$ cat src/rtl/intarb_pkg.sv
// Shared constants and types for the interrupt vector arbiter.
// Assumes a 12-bit register address with the field layout given in the brief.
package intarb_pkg;

    localparam int ADDR_W      = 12;
    localparam int IDX_FIELD_W = 5;

    localparam logic [3:0] RGN_PCI_MAP = 4'h0;
    localparam logic [3:0] RGN_OB_MAP  = 4'h1;
    localparam logic [3:0] RGN_PCI_CLR = 4'h2;
    localparam logic [3:0] RGN_OB_CLR  = 4'h3;

    localparam logic [30:0] LOW_BASE = 31'h7C0;

    // One decoded register write, valid for a single cycle
    typedef struct packed {
        logic                   map_pci;
        logic                   map_ob;
        logic                   clr_pci;
        logic                   clr_ob;
        logic                   en;
        logic [IDX_FIELD_W-1:0] idx;
    } wr_cmd_t;

    // Fixed low bits of slot mapping register g
    function automatic logic [30:0] pci_low_bits(input int g);
        return LOW_BASE | 31'(g << 2);
    endfunction

    // Fixed low bits of on-board mapping register k
    function automatic logic [30:0] ob_low_bits(input int k, input int base);
        return LOW_BASE | 31'(base + k);
    endfunction

endpackage

$ cat src/rtl/intarb_pick.sv
// Lowest-index priority encoder.
// Assumes IW bits are enough to hold W-1.
module intarb_pick #(
    parameter int W  = 64,
    parameter int IW = 6
) (
    input  logic [W-1:0]  vec,
    output logic          hit,
    output logic [IW-1:0] idx
);

    // Walk from the top down so that the lowest set bit is the last one assigned
    always_comb begin
        hit = 1'b0;
        idx = '0;
        for (int i = W - 1; i >= 0; i--) begin
            if (vec[i]) begin
                hit = 1'b1;
                idx = IW'(i);
            end
        end
    end

endmodule

$ cat src/rtl/intarb_regs.sv
// Register file of the arbiter: address decode, enable storage and readback.
// Only the enable bits are stored; the fixed low bits are computed.
// Assumes OB_LINES <= 32 and PCI_GROUPS <= 32 (5-bit index field).
module intarb_regs
    import intarb_pkg::*;
#(
    parameter int PCI_GROUPS = 8,
    parameter int OB_LINES   = 32,
    parameter int PCI_LINES  = 32
) (
    input  logic                  clk,
    input  logic                  rst_n,
    input  logic                  wr,
    input  logic [ADDR_W-1:0]     addr,
    input  logic [31:0]           wdata,
    output logic [31:0]           rdata,
    output wr_cmd_t               cmd,
    output logic [PCI_GROUPS-1:0] en_pci_d,
    output logic [OB_LINES-1:0]   en_ob_d
);

    logic [PCI_GROUPS-1:0]  en_pci_q;
    logic [OB_LINES-1:0]    en_ob_q;
    logic [3:0]             rgn;
    logic [IDX_FIELD_W-1:0] idx;
    logic                   hiword;
    logic                   unused_bits;

    assign rgn         = addr[11:8];
    assign idx         = addr[7:3];
    assign hiword      = addr[2];
    assign unused_bits = ^{addr[1:0], wdata[30:0]};

    // Decode a write into one command; out-of-range indices are dropped
    always_comb begin
        cmd     = '0;
        cmd.idx = idx;
        cmd.en  = wdata[31];
        if (wr && hiword) begin
            case (rgn)
                RGN_PCI_MAP: cmd.map_pci = (int'(idx) < PCI_GROUPS);
                RGN_OB_MAP:  cmd.map_ob  = (int'(idx) < OB_LINES);
                RGN_PCI_CLR: cmd.clr_pci = (int'(idx) < PCI_GROUPS);
                RGN_OB_CLR:  cmd.clr_ob  = (int'(idx) < OB_LINES);
                default:     cmd.idx     = idx;
            endcase
        end
    end

    // Next enable values, per register
    for (genvar g = 0; g < PCI_GROUPS; g++) begin : g_pci_en
        assign en_pci_d[g] = (cmd.map_pci && int'(cmd.idx) == g) ? cmd.en : en_pci_q[g];
    end
    for (genvar k = 0; k < OB_LINES; k++) begin : g_ob_en
        assign en_ob_d[k] = (cmd.map_ob && int'(cmd.idx) == k) ? cmd.en : en_ob_q[k];
    end

    // Enable storage
    always_ff @(posedge clk) begin
        if (!rst_n) begin
            en_pci_q <= '0;
            en_ob_q  <= '0;
        end else begin
            en_pci_q <= en_pci_d;
            en_ob_q  <= en_ob_d;
        end
    end

    // Readback mux: mapping registers only, upper word only
    always_comb begin
        rdata = '0;
        if (hiword) begin
            if (rgn == RGN_PCI_MAP) begin
                for (int g = 0; g < PCI_GROUPS; g++) begin
                    if (int'(idx) == g) rdata = {en_pci_q[g], pci_low_bits(g)};
                end
            end else if (rgn == RGN_OB_MAP) begin
                for (int k = 0; k < OB_LINES; k++) begin
                    if (int'(idx) == k) rdata = {en_ob_q[k], ob_low_bits(k, PCI_LINES)};
                end
            end
        end
    end

endmodule

$ cat src/rtl/intarb_core.sv
// Request engine: pending set, rise detection, clear/cancel and rescan.
// Holds one request at a time. Assumes the decoded command and the next
// enable values come from the register block in the same cycle.
module intarb_core
    import intarb_pkg::*;
#(
    parameter int PCI_GROUPS  = 8,
    parameter int GROUP_LINES = 4,
    parameter int OB_LINES    = 32,
    parameter int PCI_LINES   = 32,
    parameter int NUM_LINES   = 64,
    parameter int IDX_W       = 6
) (
    input  logic                  clk,
    input  logic                  rst_n,
    input  wr_cmd_t               cmd,
    input  logic [PCI_GROUPS-1:0] en_pci_d,
    input  logic [OB_LINES-1:0]   en_ob_d,
    input  logic [NUM_LINES-1:0]  irq_in,
    output logic [NUM_LINES-1:0]  irq_req,
    output logic [NUM_LINES-1:0]  pend
);

    localparam logic [NUM_LINES-1:0] PCI_MASK = {{OB_LINES{1'b0}}, {PCI_LINES{1'b1}}};

    logic [NUM_LINES-1:0] pend_q;
    logic [NUM_LINES-1:0] line_en;
    logic [NUM_LINES-1:0] rise;
    logic [NUM_LINES-1:0] scan_vec;
    logic [NUM_LINES-1:0] rise_pci_vec;
    logic [NUM_LINES-1:0] rise_ob_vec;
    logic                 req_v_q, req_v_d;
    logic [IDX_W-1:0]     req_idx_q, req_idx_d;
    logic                 scan_hit, rp_hit, ro_hit;
    logic [IDX_W-1:0]     scan_idx, rp_idx, ro_idx;
    logic                 drop;
    logic                 rescan;
    int                   req_int;

    // Per-line enable taken from the governing mapping register
    for (genvar n = 0; n < NUM_LINES; n++) begin : g_line_en
        if (n < PCI_LINES) begin : g_pci
            assign line_en[n] = en_pci_d[n / GROUP_LINES];
        end else begin : g_ob
            assign line_en[n] = en_ob_d[n - PCI_LINES];
        end
    end

    assign rise         = irq_in & ~pend_q;
    assign scan_vec     = pend_q & line_en;
    assign rise_pci_vec = rise & line_en & PCI_MASK;
    assign rise_ob_vec  = rise & line_en & ~PCI_MASK;
    assign req_int      = int'(req_idx_q);

    intarb_pick #(.W(NUM_LINES), .IW(IDX_W)) u_pick_scan (
        .vec(scan_vec), .hit(scan_hit), .idx(scan_idx));
    intarb_pick #(.W(NUM_LINES), .IW(IDX_W)) u_pick_rpci (
        .vec(rise_pci_vec), .hit(rp_hit), .idx(rp_idx));
    intarb_pick #(.W(NUM_LINES), .IW(IDX_W)) u_pick_rob (
        .vec(rise_ob_vec), .hit(ro_hit), .idx(ro_idx));

    // Does this cycle's write remove the outstanding request
    always_comb begin
        drop = 1'b0;
        if (req_v_q) begin
            if (req_int < PCI_LINES) begin
                if (((cmd.map_pci && !cmd.en) || cmd.clr_pci) &&
                    (req_int / GROUP_LINES) == int'(cmd.idx)) drop = 1'b1;
            end else begin
                if (((cmd.map_ob && !cmd.en) || cmd.clr_ob) &&
                    (req_int - PCI_LINES) == int'(cmd.idx)) drop = 1'b1;
            end
        end
    end

    assign rescan = cmd.map_pci | cmd.map_ob | drop;

    // Next request: rescan, then slot rise overrides, then on-board rise if idle
    always_comb begin
        req_v_d   = req_v_q && !drop;
        req_idx_d = req_idx_q;
        if (rescan && !req_v_d && scan_hit) begin
            req_v_d   = 1'b1;
            req_idx_d = scan_idx;
        end
        if (rp_hit) begin
            req_v_d   = 1'b1;
            req_idx_d = rp_idx;
        end else if (!req_v_d && ro_hit) begin
            req_v_d   = 1'b1;
            req_idx_d = ro_idx;
        end
    end

    // Pending set and request state
    always_ff @(posedge clk) begin
        if (!rst_n) begin
            pend_q    <= '0;
            req_v_q   <= 1'b0;
            req_idx_q <= '0;
        end else begin
            pend_q    <= irq_in;
            req_v_q   <= req_v_d;
            req_idx_q <= req_idx_d;
        end
    end

    // One-hot request output
    for (genvar n = 0; n < NUM_LINES; n++) begin : g_req
        assign irq_req[n] = req_v_q && (req_int == n);
    end

    assign pend = pend_q;

endmodule

$ cat src/rtl/irq_vector_arbiter.sv
// Top of the interrupt vector arbiter: register block plus request engine.
// Assumes a single-cycle write strobe and a combinational read path.
module irq_vector_arbiter
    import intarb_pkg::*;
#(
    parameter  int PCI_GROUPS  = 8,
    parameter  int GROUP_LINES = 4,
    parameter  int OB_LINES    = 32,
    localparam int PCI_LINES   = PCI_GROUPS * GROUP_LINES,
    localparam int NUM_LINES   = PCI_LINES + OB_LINES,
    localparam int IDX_W       = $clog2(NUM_LINES)
) (
    input  logic                 clk,
    input  logic                 rst_n,
    input  logic [NUM_LINES-1:0] irq_in,
    input  logic                 reg_wr,
    input  logic [ADDR_W-1:0]    reg_addr,
    input  logic [31:0]          reg_wdata,
    output logic [31:0]          reg_rdata,
    output logic [NUM_LINES-1:0] irq_req
);

    wr_cmd_t               cmd;
    logic [PCI_GROUPS-1:0] en_pci_d;
    logic [OB_LINES-1:0]   en_ob_d;
    logic [NUM_LINES-1:0]  pend_q;

    intarb_regs #(
        .PCI_GROUPS(PCI_GROUPS), .OB_LINES(OB_LINES), .PCI_LINES(PCI_LINES)
    ) u_regs (
        .clk(clk), .rst_n(rst_n), .wr(reg_wr), .addr(reg_addr), .wdata(reg_wdata),
        .rdata(reg_rdata), .cmd(cmd), .en_pci_d(en_pci_d), .en_ob_d(en_ob_d)
    );

    intarb_core #(
        .PCI_GROUPS(PCI_GROUPS), .GROUP_LINES(GROUP_LINES), .OB_LINES(OB_LINES),
        .PCI_LINES(PCI_LINES), .NUM_LINES(NUM_LINES), .IDX_W(IDX_W)
    ) u_core (
        .clk(clk), .rst_n(rst_n), .cmd(cmd), .en_pci_d(en_pci_d), .en_ob_d(en_ob_d),
        .irq_in(irq_in), .irq_req(irq_req), .pend(pend_q)
    );

endmodule

$ cat config.mk
export PLATFORM = sky130hd
export DESIGN_NAME = irq_vector_arbiter
export DESIGN_NICKNAME = d
export VERILOG_FILES = /design/src/rtl/intarb_pkg.sv /design/src/rtl/intarb_pick.sv /design/src/rtl/intarb_regs.sv /design/src/rtl/intarb_core.sv /design/src/rtl/irq_vector_arbiter.sv
export SDC_FILE = /design/constraint.sdc
export NUM_CORES = 1
export LEC_CHECK = 0
export ABC_AREA = 1
export BUFFER_PORTS_ARGS = -buffer_cell sky130_fd_sc_hd__buf_2
export CAP_MARGIN = 20
export CORE_UTILIZATION = 58
export DETAILED_ROUTE_END_ITERATION = 8
export PLACE_DENSITY = 0.87
export SLEW_MARGIN = 10
export SYNTH_ARGS = -nofsm -noshare
export SYNTH_HDL_FRONTEND = slang
export SYNTH_SLANG_ARGS = --single-unit
$ cat constraint.sdc
create_clock -name clk -period 9.82 [get_ports clk]
set_clock_uncertainty 0.15 [all_clocks]
set_input_delay 1.964 -clock clk [delete_from_list [all_inputs] [get_ports clk]]
set_output_delay 1.964 -clock clk [all_outputs]
set_load 0.02 [all_outputs]
==> impl_metrics.env <==
export IMPL_status="completed"
export IMPL_cpPeakStageDelay_ns=0.24
export IMPL_peakVddDrop_v=0.000113
export IMPL_reg2reg_from="u_regs.en_ob_q[29]$_SDFF_PN0_"
export IMPL_synthCells=1361
export IMPL_nFillCells=1176
export IMPL_p_leak_nw=5.34
export IMPL_antenna_found_initial=0
export IMPL_pwr_share_clk_pct=42.2
export IMPL_drv_slew=0
export IMPL_postRouteAntennaNets=0
export IMPL_die_area_um2=13700
export IMPL_worstSkewPairLatency_ns=0.37
export IMPL_num_vias=8403
export IMPL_grt_max_degree=71
export IMPL_r2r_slack_ns=5.58
export IMPL_die_h_um=117
export IMPL_htree_levels=3
export IMPL_ctsResizeCount=0
export IMPL_power_uw=968
export IMPL_netlist_area_um2=7670
export IMPL_yosysSeqAreaShare_pct=29.0
export IMPL_clockBufferDepth=2
export IMPL_grt_overflow=0
export IMPL_cp_top_family="compound AO/OA/AOI/OAI gates"
export IMPL_total_switching_power_uw=242
export IMPL_synth_edff_count=0
export IMPL_io_buffer_count=153
export IMPL_root_buffer="clkbuf_16"
export IMPL_drive_above_1_share_pct=13.6
export IMPL_power_frac_comb_pct=9.2
export IMPL_yosysWarnings=0
export IMPL_finalCritPeriodShare_pct=76.2
export IMPL_powerDensity_nw_per_um2=111
export IMPL_grt_setup_unrepaired="false"
export IMPL_end_kind="output port"
export IMPL_tightest_slew_ns=0.839
export IMPL_route_detailed_drc=0
export IMPL_first_pass_iters=7
export IMPL_critPathArrivalTime_ns=5.37
export IMPL_synthArstFlopShare_pct=0
export IMPL_yosys_most_used_dff="dfxtp_1"
export IMPL_cap_violations=0
export IMPL_drt_wl_total_um=20200
export IMPL_internal_power_uw=726
export IMPL_setup_violations=0
export IMPL_netSwitchingFraction_pct=25.0
export IMPL_dp_hpwl_um=15800
export IMPL_dp_cells=1654
export IMPL_cts_setup_buffers=0
export IMPL_hold_class="flip-flop to flip-flop"
export IMPL_fmax_ghz=0.134
export IMPL_place_gp_congestion=0.922
export IMPL_core_um2=12800
export IMPL_postCtsHoldBufs=0
export IMPL_tns_ns=0
export IMPL_p_seq_share_pct=48.7
export IMPL_clk_pin_slew_ns=0.07
export IMPL_required_ns=7.71
export IMPL_grt_pass1_wl_um=32700
export IMPL_critPathMaxFanout=9
export IMPL_max_slew_margin_rel_pct=43.5
export IMPL_period_minus_slack_ns=7.49
export IMPL_holdPathEnd="u_core.req_idx_q[5]$_SDFFE_PN0P_"
export IMPL_cts_tree="done"
export IMPL_cp_slowest_cell="a221oi_1"
export IMPL_min_from="u_core.req_idx_q[5]$_SDFFE_PN0P_"
export IMPL_rows=41
export IMPL_crit_reg2reg_capture="u_core.req_idx_q[0]$_SDFFE_PN0P_"
export IMPL_cp_start_kind="input pin"
export IMPL_initial_utilization_pct=60.1
export IMPL_dieWidth_um=117
export IMPL_drt_iter0_markers=620
export IMPL_cts_sinks=111
export IMPL_routedWlPerCell_um=12.1
export IMPL_criticalPathCategory="input pin to output port"
export IMPL_cts_buffers=9
export IMPL_vias_per_cell=5.03
export IMPL_path_buf_inv=5
export IMPL_syn_to_final_growth_pct=14.2
export IMPL_io_pins=207
export IMPL_nets=1604
export IMPL_synth_seq_cells=111
export IMPL_syn_area_per_cell_um2=5.64
export IMPL_hold_viol_final=0
export IMPL_grt_pass1_vias=7223
export IMPL_synth_cell_types=45
export IMPL_grt_total_usage_pct=30.5
export IMPL_final_cell_count_no_fill=1671
export IMPL_reg2reg_depth=70
export IMPL_holdPathStages=2
==> worst reg2reg max path, delay by kind of cell, from the launching register on <==
kind	cells	cell delay, ns
and+or+nand+nor	67	3.45
DFF	1	0.33
AOI/OAI and AO/OA	1	0.14
buffers and inverters	2	0.11
==> through the flow <==
stage | hold slack [ns] | worst slack, ns | utilization [%] | instance area, um2
after floorplan | 0.316 | 3.07 | - | 7740
after global placement | 0.342 | 2.42 | 66.0 | 8430
after detailed placement | 0.349 | 2.46 | 66.0 | 8430
after CTS | 0.358 | 2.38 | 68.6 | 8760
after global routing | 0.391 | 1.92 | 68.6 | 8760
final | 0.363 | 2.33 | 68.6 | 8760
==> kinds of logic after synthesis <==
family                    count (synthesis)  share of synthesized area [%]
and+or+nand+nor                         810                           44.1
DFF                                     111                           29.0
xor gates and xnor gates                  3                          0.343
buffers and inverters                   314                           16.8
other                                     1                         0.0489
AOI/OAI and AO/OA                       122                           9.67
==> cells in the final DEF (no fill, tap or decap), types with 4 or more instances in the layout <==
cell,instances
nand3b_1,28
nor4_1,5
o211ai_1,5
a31oi_1,13
buf_2,153
clkbuf_16,9
inv_1,248
o31ai_1,6
nor2_1,246
o21bai_1,7
a221oi_1,4
nand2_2,8
o21ai_1,9
nand2_1,421
nand3_1,61
and2_1,10
o21ai_0,45
a21oi_1,15
nor3_1,11
nand4_1,8
conb_1,20
nor2_2,5
inv_2,11
dfxtp_1,111
==> power by group through the flow <==
stage          registers [mW]  clock network, mW  logic (mW)
6_report                0.471              0.408      0.0889
4_1_cts                 0.471              0.415      0.0880
3_5_place_dp            0.481                  0      0.0877
3_3_place_gp            0.481                  0      0.0858
5_1_grt                 0.472              0.433      0.0995
2_1_floorplan           0.479                  0      0.0624
==> flip-flops by register name, summed over array words and instances (netlist names) <==
register,flops
u_core.pend,64
u_regs.en_ob_q,32
u_regs.en_pci_q,8
u_core.req_idx_q,6
u_core.req_v_q,1
==> per-layer routing <==
| metal | part of all wire [%] | vias to the layer above | GRT usage (%) | wire [um] |
|---|---|---|---|---|
| met1 | 43 | 3634 | 37.6 | 8740 |
| met3 | 7.7 | 62 | 6.75 | 1570 |
| li1 | - | 4358 | - | - |
| met5 | 0 | - | 0 | 0 |
| met4 | 4.2 | 0 | 15.5 | 852 |
| met2 | 45 | 349 | 50.3 | 9090 |
==> worst max-delay path by stage <==
stage | cells past startpoint | startpoint | end
floorplan | 25 | reg_addr[7] | reg_rdata[31]
global placement | 29 | reg_addr[4] | reg_rdata[31]
detailed placement | 29 | reg_addr[4] | reg_rdata[31]
CTS | 29 | reg_addr[4] | reg_rdata[31]
global route | 29 | reg_addr[4] | reg_rdata[31]
finish | 29 | reg_addr[4] | reg_rdata[31]
==> final cells by class <==
| class | instances | area [um2] | share of cell area [%] |
|---|---|---|---|
| inverters | 261 | 982 | 11.2 |
| clock inverters | 5 | 86.3 | 0.986 |
| flip-flops and latches | 111 | 2220 | 25.4 |
| multi-input cells | 955 | 4230 | 48.3 |
| clock buffers | 11 | 243 | 2.77 |
| well taps | 172 | 215 | 2.46 |
| repair buffers | 155 | 781 | 8.91 |
| diodes | 1 | 2.50 | 0.0286 |
==> cell usage after synthesis, types with 2 or more instances <==
cell / number / area, um2
o211ai_1: 5 / 37.5
xor2_1: 3 / 26.3
nand3_1: 61 / 305
buf_6: 2 / 22.5
o31ai_1: 6 / 45.0
nor2_1: 246 / 923
nor4_1: 5 / 31.3
dfxtp_1: 111 / 2220
buf_1: 2 / 7.51
inv_1: 248 / 931
o2111ai_1: 3 / 26.3
nand3_2: 2 / 20.0
a21boi_0: 2 / 15.0
o21bai_1: 7 / 52.6
inv_2: 11 / 41.3
nand2_4: 2 / 22.5
nand4_1: 8 / 50.1
nand2_2: 8 / 50.1
nor2_4: 2 / 22.5
a21oi_1: 15 / 75.1
nor3_1: 11 / 55.1
o22ai_1: 3 / 18.8
a221oi_1: 4 / 35.0
o21ai_1: 9 / 45.0
and2_1: 10 / 62.6
a31oi_1: 13 / 81.3
buf_4: 25 / 188
o21ai_0: 45 / 225
nand3b_1: 28 / 210
a21o_1: 3 / 22.5
buf_2: 2 / 10.0
clkbuf_1: 22 / 82.6
nand2_1: 421 / 1580
nor2_2: 5 / 31.3
(Power assumes the default switching activity.)
